==> src/rtl/icu_pkg.sv <==
package icu_pkg;
  localparam int ADDR_W = 5;
  localparam logic [ADDR_W-1:0] A_CTRL       = 5'd0;
  localparam logic [ADDR_W-1:0] A_MASK       = 5'd1;
  localparam logic [ADDR_W-1:0] A_VEC        = 5'd2;
  localparam logic [ADDR_W-1:0] A_TOPID      = 5'd3;
  localparam logic [ADDR_W-1:0] A_MODID_BASE = 5'd8;
  localparam logic [ADDR_W-1:0] A_FLAG_BASE  = 5'd16;
  localparam int MAX_GROUPS = 8;

  typedef enum logic {
    SVC_IDLE = 1'b0,
    SVC_BUSY = 1'b1
  } svc_e;
endpackage

==> src/rtl/icu_flag_bank.sv <==
module icu_flag_bank #(
  parameter int N_SRC = 4
) (
  input  logic             clk,
  input  logic             rst_n,
  input  logic [N_SRC-1:0] evt,
  input  logic [N_SRC-1:0] en,
  input  logic             clr_we,
  input  logic [N_SRC-1:0] clr_bits,
  output logic [N_SRC-1:0] flags,
  output logic [N_SRC-1:0] pend,
  output logic             any_pend
);
  logic [N_SRC-1:0] flag_q, flag_d, clr_eff;
  logic             upd;

  always_comb begin
    clr_eff = clr_we ? clr_bits : '0;
    // a fresh event has priority over a clear of the same bit
    flag_d  = (flag_q & ~clr_eff) | evt;
    upd     = clr_we | (|evt);
  end

  always_ff @(posedge clk or negedge rst_n) begin
    if (!rst_n) begin
      flag_q <= '0;
    end else if (upd) begin
      flag_q <= flag_d;
    end
  end

  assign flags    = flag_q;
  assign pend     = flag_q & en;
  assign any_pend = |pend;
endmodule

==> src/rtl/icu_regs.sv <==
module icu_regs
  import icu_pkg::*;
#(
  parameter int N_GRP  = 5,
  parameter int N_SRC  = 4,
  parameter int DATA_W = 16,
  localparam int TOT   = N_GRP * N_SRC
) (
  input  logic              clk,
  input  logic              rst_n,
  input  logic              reg_we,
  input  logic [ADDR_W-1:0] reg_addr,
  input  logic [DATA_W-1:0] reg_wdata,
  input  logic [TOT-1:0]    flags_all,
  input  logic [TOT-1:0]    pend_all,
  input  logic [N_GRP-1:0]  top_id,
  output logic              gie,
  output logic [N_GRP-1:0]  mask,
  output logic [DATA_W-1:0] vec,
  output logic [DATA_W-1:0] rdata
);
  logic              gie_q, gie_d, gie_ce;
  logic [N_GRP-1:0]  mask_q, mask_d;
  logic              mask_ce;
  logic [DATA_W-1:0] vec_q, vec_d;
  logic              vec_ce;

  always_comb begin
    gie_ce  = reg_we && (reg_addr == A_CTRL);
    mask_ce = reg_we && (reg_addr == A_MASK);
    vec_ce  = reg_we && (reg_addr == A_VEC);
    gie_d   = reg_wdata[0];
    mask_d  = reg_wdata[N_GRP-1:0];
    vec_d   = reg_wdata;
  end

  always_ff @(posedge clk or negedge rst_n) begin
    if (!rst_n) begin
      gie_q <= 1'b0;
    end else if (gie_ce) begin
      gie_q <= gie_d;
    end
  end

  always_ff @(posedge clk or negedge rst_n) begin
    if (!rst_n) begin
      mask_q <= '0;
    end else if (mask_ce) begin
      mask_q <= mask_d;
    end
  end

  always_ff @(posedge clk or negedge rst_n) begin
    if (!rst_n) begin
      vec_q <= '0;
    end else if (vec_ce) begin
      vec_q <= vec_d;
    end
  end

  always_comb begin
    rdata = '0;
    unique case (reg_addr)
      A_CTRL:  rdata[0]         = gie_q;
      A_MASK:  rdata[N_GRP-1:0] = mask_q;
      A_VEC:   rdata            = vec_q;
      A_TOPID: rdata[N_GRP-1:0] = top_id;
      default: begin
        for (int g = 0; g < N_GRP; g++) begin
          if (reg_addr == A_MODID_BASE + ADDR_W'(g))
            rdata[N_SRC-1:0] = pend_all[g*N_SRC +: N_SRC];
          if (reg_addr == A_FLAG_BASE + ADDR_W'(g))
            rdata[N_SRC-1:0] = flags_all[g*N_SRC +: N_SRC];
        end
      end
    endcase
  end

  assign gie  = gie_q;
  assign mask = mask_q;
  assign vec  = vec_q;
endmodule

==> src/rtl/icu_req.sv <==
module icu_req
  import icu_pkg::*;
#(
  parameter int N_GRP = 5
) (
  input  logic             clk,
  input  logic             rst_n,
  input  logic             gie,
  input  logic [N_GRP-1:0] mask,
  input  logic [N_GRP-1:0] top_id,
  input  logic             cpu_ack,
  input  logic             cpu_reti,
  output logic             irq_req,
  output logic             in_service
);
  svc_e svc_q, svc_d;
  logic irq_q, irq_d;
  logic deliver;

  always_comb begin
    deliver = gie && (|(mask & top_id));
    svc_d   = svc_q;
    if (svc_q == SVC_IDLE && cpu_ack && irq_q) svc_d = SVC_BUSY;
    if (cpu_reti)                              svc_d = SVC_IDLE;
    irq_d   = deliver && (svc_d == SVC_IDLE);
  end

  always_ff @(posedge clk or negedge rst_n) begin
    if (!rst_n) begin
      svc_q <= SVC_IDLE;
      irq_q <= 1'b0;
    end else begin
      svc_q <= svc_d;
      irq_q <= irq_d;
    end
  end

  assign irq_req    = irq_q;
  assign in_service = (svc_q == SVC_BUSY);
endmodule

==> src/rtl/hier_int_ctrl.sv <==
module hier_int_ctrl
  import icu_pkg::*;
#(
  parameter int N_MOD  = 4,
  parameter int N_SRC  = 4,
  parameter int DATA_W = 16,
  localparam int N_GRP = N_MOD + 1,
  localparam int TOT   = N_GRP * N_SRC
) (
  input  logic              clk,
  input  logic              rst_n,
  input  logic [TOT-1:0]    src_evt,
  input  logic [TOT-1:0]    src_en,
  input  logic              reg_we,
  input  logic [ADDR_W-1:0] reg_addr,
  input  logic [DATA_W-1:0] reg_wdata,
  output logic [DATA_W-1:0] reg_rdata,
  input  logic              cpu_ack,
  input  logic              cpu_reti,
  output logic              irq_req,
  output logic [DATA_W-1:0] irq_vec
);
  initial begin
    if (N_GRP > MAX_GROUPS) $error("too many groups for the address map");
    if (N_SRC > DATA_W)     $error("sources per group exceed data width");
  end

  logic [1:0]       rst_sync;
  logic             rst_sync_n;
  logic [TOT-1:0]   flags_all, pend_all;
  logic [N_GRP-1:0] top_id, mask;
  logic             gie, in_service;
  logic [DATA_W-1:0] vec;

  always_ff @(posedge clk or negedge rst_n) begin
    if (!rst_n) begin
      rst_sync <= 2'b00;
    end else begin
      rst_sync <= {rst_sync[0], 1'b1};
    end
  end
  assign rst_sync_n = rst_sync[1];

  for (genvar g = 0; g < N_GRP; g++) begin : g_grp
    logic clr_we;
    assign clr_we = reg_we && (reg_addr == A_FLAG_BASE + ADDR_W'(g));
    icu_flag_bank #(.N_SRC(N_SRC)) u_bank (
      .clk      (clk),
      .rst_n    (rst_sync_n),
      .evt      (src_evt[g*N_SRC +: N_SRC]),
      .en       (src_en[g*N_SRC +: N_SRC]),
      .clr_we   (clr_we),
      .clr_bits (reg_wdata[N_SRC-1:0]),
      .flags    (flags_all[g*N_SRC +: N_SRC]),
      .pend     (pend_all[g*N_SRC +: N_SRC]),
      .any_pend (top_id[g])
    );
  end

  icu_regs #(.N_GRP(N_GRP), .N_SRC(N_SRC), .DATA_W(DATA_W)) u_regs (
    .clk       (clk),
    .rst_n     (rst_sync_n),
    .reg_we    (reg_we),
    .reg_addr  (reg_addr),
    .reg_wdata (reg_wdata),
    .flags_all (flags_all),
    .pend_all  (pend_all),
    .top_id    (top_id),
    .gie       (gie),
    .mask      (mask),
    .vec       (vec),
    .rdata     (reg_rdata)
  );

  icu_req #(.N_GRP(N_GRP)) u_req (
    .clk        (clk),
    .rst_n      (rst_sync_n),
    .gie        (gie),
    .mask       (mask),
    .top_id     (top_id),
    .cpu_ack    (cpu_ack),
    .cpu_reti   (cpu_reti),
    .irq_req    (irq_req),
    .in_service (in_service)
  );

  assign irq_vec = vec;
endmodule

==> config.mk <==
export PLATFORM = sky130hd
export DESIGN_NAME = hier_int_ctrl
export DESIGN_NICKNAME = d
export VERILOG_FILES = /design/src/rtl/icu_pkg.sv /design/src/rtl/icu_flag_bank.sv /design/src/rtl/icu_regs.sv /design/src/rtl/icu_req.sv /design/src/rtl/hier_int_ctrl.sv
export SDC_FILE = /design/constraint.sdc
export NUM_CORES = 1
export LEC_CHECK = 0
export BUFFER_PORTS_ARGS = -buffer_cell sky130_fd_sc_hd__buf_2
export CAP_MARGIN = 10
export CORE_ASPECT_RATIO = 0.7
export CORE_MARGIN = 2
export CORE_UTILIZATION = 44
export DETAILED_ROUTE_END_ITERATION = 10
export GPL_TIMING_DRIVEN = 0
export PLACE_DENSITY_LB_ADDON = 0.25
export SLEW_MARGIN = 15
export SYNTH_ARGS = -nofsm -noshare
export SYNTH_HDL_FRONTEND = slang
export SYNTH_SLANG_ARGS = --single-unit
==> constraint.sdc <==
create_clock -name clk -period 1.51 [get_ports clk]
set_input_delay 0.2265 -clock clk [delete_from_list [all_inputs] [get_ports clk]]
set_output_delay 0.2265 -clock clk [all_outputs]
set_load 0.01 [all_outputs]
==> metrics.csv <==
metric;value;unit
Final Hold Viols;0;
Pwr Density;827;mW/mm²
final instance area;0.00363;mm²
die height;68.3;µm
min Tclk post-route;2150;ps
initial core utilization;45.4;%
peak supply drop;0.432;mV
setup ws final;-636;ps
slew margin rel.;63.8;%
final setup fails;5;
P_leak;0.00167;µW
Setup Skew;14.7;ps
Yosys top cell by area;dfrtp_1;
post-synth top area share;44.3;%
root buf cell;clkbuf_8;
core area;0.00573;mm²
Worst setup SP type;flop;
register area share after synthesis;44.3;%
outcome;finished, violations left;
post-synth cell types;53;
vias;2685;
TNS Setup;-2020;ps
number of global-route vias before repair;2429;
Placed Area;0.00324;mm²
CP max FO;2;
DRT Wirelength;8.20;mm
worst skew pair latency;310;ps
std cell rows;23;
WP data arrival;1920;ps
largest net degree at the start of global routing;32;
Iter 0 DRT Violations;236;
Area Growth Syn to Fin;39.7;%
failing checks;setup timing;
RSZ-0062 raised after global routing;yes;
TritonRoute pass-1 iters;5;
GRT overflow;0;
Synth Flop Type;dfrtp_1;
Crit Path Category;flop to output port;
remaining antenna violation count after routing;0;
Die Footprint;0.00655;mm²
Net Count, Synth;328;
Post-synth EDFFs;0;
filler cell count;510;
Post-Syn Area per Cell;9.92;µm²
I/O pins;99;
worst reg2reg path depth;4;
maximum capacitance violations;0;
Mapped Area;0.00260;mm²
CTS clock-pin slew for the worst setup and hold paths;100;ps
clk sinks;46;
Slew Limit Fails;0;
cts bufs inserted;5;
gr usage total;25.9;%
Worst Tran Pin Value;541;ps
CP Data Required Time;1280;ps
Peak Freq;466;MHz
Residual DRC;0;
Synth area leaders;dfrtp_1 44%, mux2_2 10%, a21o_1 5.8%;
CTS Buffer Depth;2;
asr flop ratio synth;100;%
gpl congestion;0.934;
die width;95.9;µm
diode count;0;
Critical Path Sink Type;output port;
Final nets;451;
Via density;5.82;
dpl hpwl;6.21;mm
Yosys reg bits;46;
Hold Crit Class;input port to flop;
antenna violations before repair;0;
WL/cell;17.8;µm
CTS tree;yes;
period utilization;142;%
Yosys Warn Count;0;
layout cell share with drive strength beyond 1;49.7;%
PortBufs;98;
hold path depth;2;
H-tree Lvls;2;
Post-Synthesis Cells;262;
first-pass GRT wire length;12.6;mm
## cell usage in the layout, fill, tap and decap left out, drive strengths merged, types with 5 or more instances in the layout
master,count
clkbuf,11
nor3,8
nand3,14
a21o,20
a21oi,9
nand3b,7
dfrtp,46
nand2,31
a211oi,8
and3,16
inv,6
a22oi,5
buf,123
mux2,23
## state kept, by name, indices dropped and copies added (netlist names)
register	cells
u_req.in_service	1
u_req.irq_req	1
u_regs.gie	1
rst_sync	2
u_regs.vec	16
g_grp.u_bank.flags	20
u_regs.mask	5
## final timing paths
| kind | from | endpoint | slack [ps] |
|---|---|---|---|
| hold / removal | cpu_reti | u_req.in_service | 70 |
| max in group asynchronous | rst_sync[1] | g_grp[2].u_bank.flags[3] | 860 |
| hold reg to reg | rst_sync[1] | u_regs.vec[2] | 170 |
| setup reg to reg | g_grp[1].u_bank.flags[3] | u_req.irq_req | 110 |
| min in group asynchronous | rst_sync[1] | u_regs.vec[2] | 170 |
| setup / recovery | g_grp[1].u_bank.flags[2] | reg_rdata[2] | -640 |
## area by class of cell
type                    count  area (µm²)  share of cell area, %
plain buffers              14         100                   2.76
repair buffers            116         641                   17.6
clock inverters             3        27.5                  0.758
well taps                  75        93.8                   2.59
multi-input cells         198        1530                   42.2
inverters                   4        15.0                  0.414
flip-flops and latches     46        1150                   31.7
clock buffers               5        68.8                   1.90
## synth_stat cells, drive strengths merged, types with 2 or more instances
cell type	instances
nand3b	7
and3	16
o221ai	3
or2	2
nand4	2
mux2	23
or3b	2
nor4	4
nand2	31
nand2b	4
nor2b	4
a2111oi	3
nand3	14
a22o	2
a211oi	8
inv	4
nor2	4
o21ai	3
clkbuf	8
o21bai	2
o22ai	2
a22oi	5
dfrtp	46
a21oi	9
a21o	20
buf	6
nor3	8
## routing by layer
layer,wire (µm),track usage [%],vias to the layer above
li1,-,-,1237
met1,3870,38.3,1324
met2,3580,37.7,108
met3,663,6.72,16
met4,76,6.43,0
met5,0,0,-
## stage by stage
stage	worst slack [ps]	cells	utilization, %	total power, µW	hold slack [ps]
2_1_floorplan	-126	262	-	1820	-69.1
3_3_place_gp	-676	435	56.3	2120	11.7
3_5_place_dp	-691	436	56.6	2140	12.7
4_1_cts	-574	455	61.5	2980	62.8
5_1_grt	-649	461	63.4	3150	56.6
6_report	-636	461	63.4	3000	65.9
## report_power, final
part | total, µW | switching, µW | internal [µW]
sequential | 1470 | 107 | 1360
clock | 822 | 479 | 344
combinational | 709 | 360 | 349
## critical path, cell delays in order, from the launching register on
cell	delay (ps)
dfrtp_1	410
nand2_2	70
mux4_2	460
o21a_1	210
a211oi_2	280
buf_2	180
## cell families after synthesis
logic type | Yosys count | share of synthesized area [%]
and+or+nand+nor | 103 | 21.7
AOI/OAI and AO/OA | 69 | 19.8
DFF | 46 | 44.3
muxes | 25 | 11.2
buffers and inverters | 18 | 2.84
other | 1 | 0.144
## timing repair
item | 4_1_cts | 5_1_grt
hold buffers | 1 | 0
resized for setup | 23 | 27
pin swaps | 10 | 5
buffers inserted | 10 | 6
endpoints found under the setup margin | 25 | 27
endpoints found under the hold margin | 2 | 0
No activity file was read; power rests on OpenSTA's default activity.
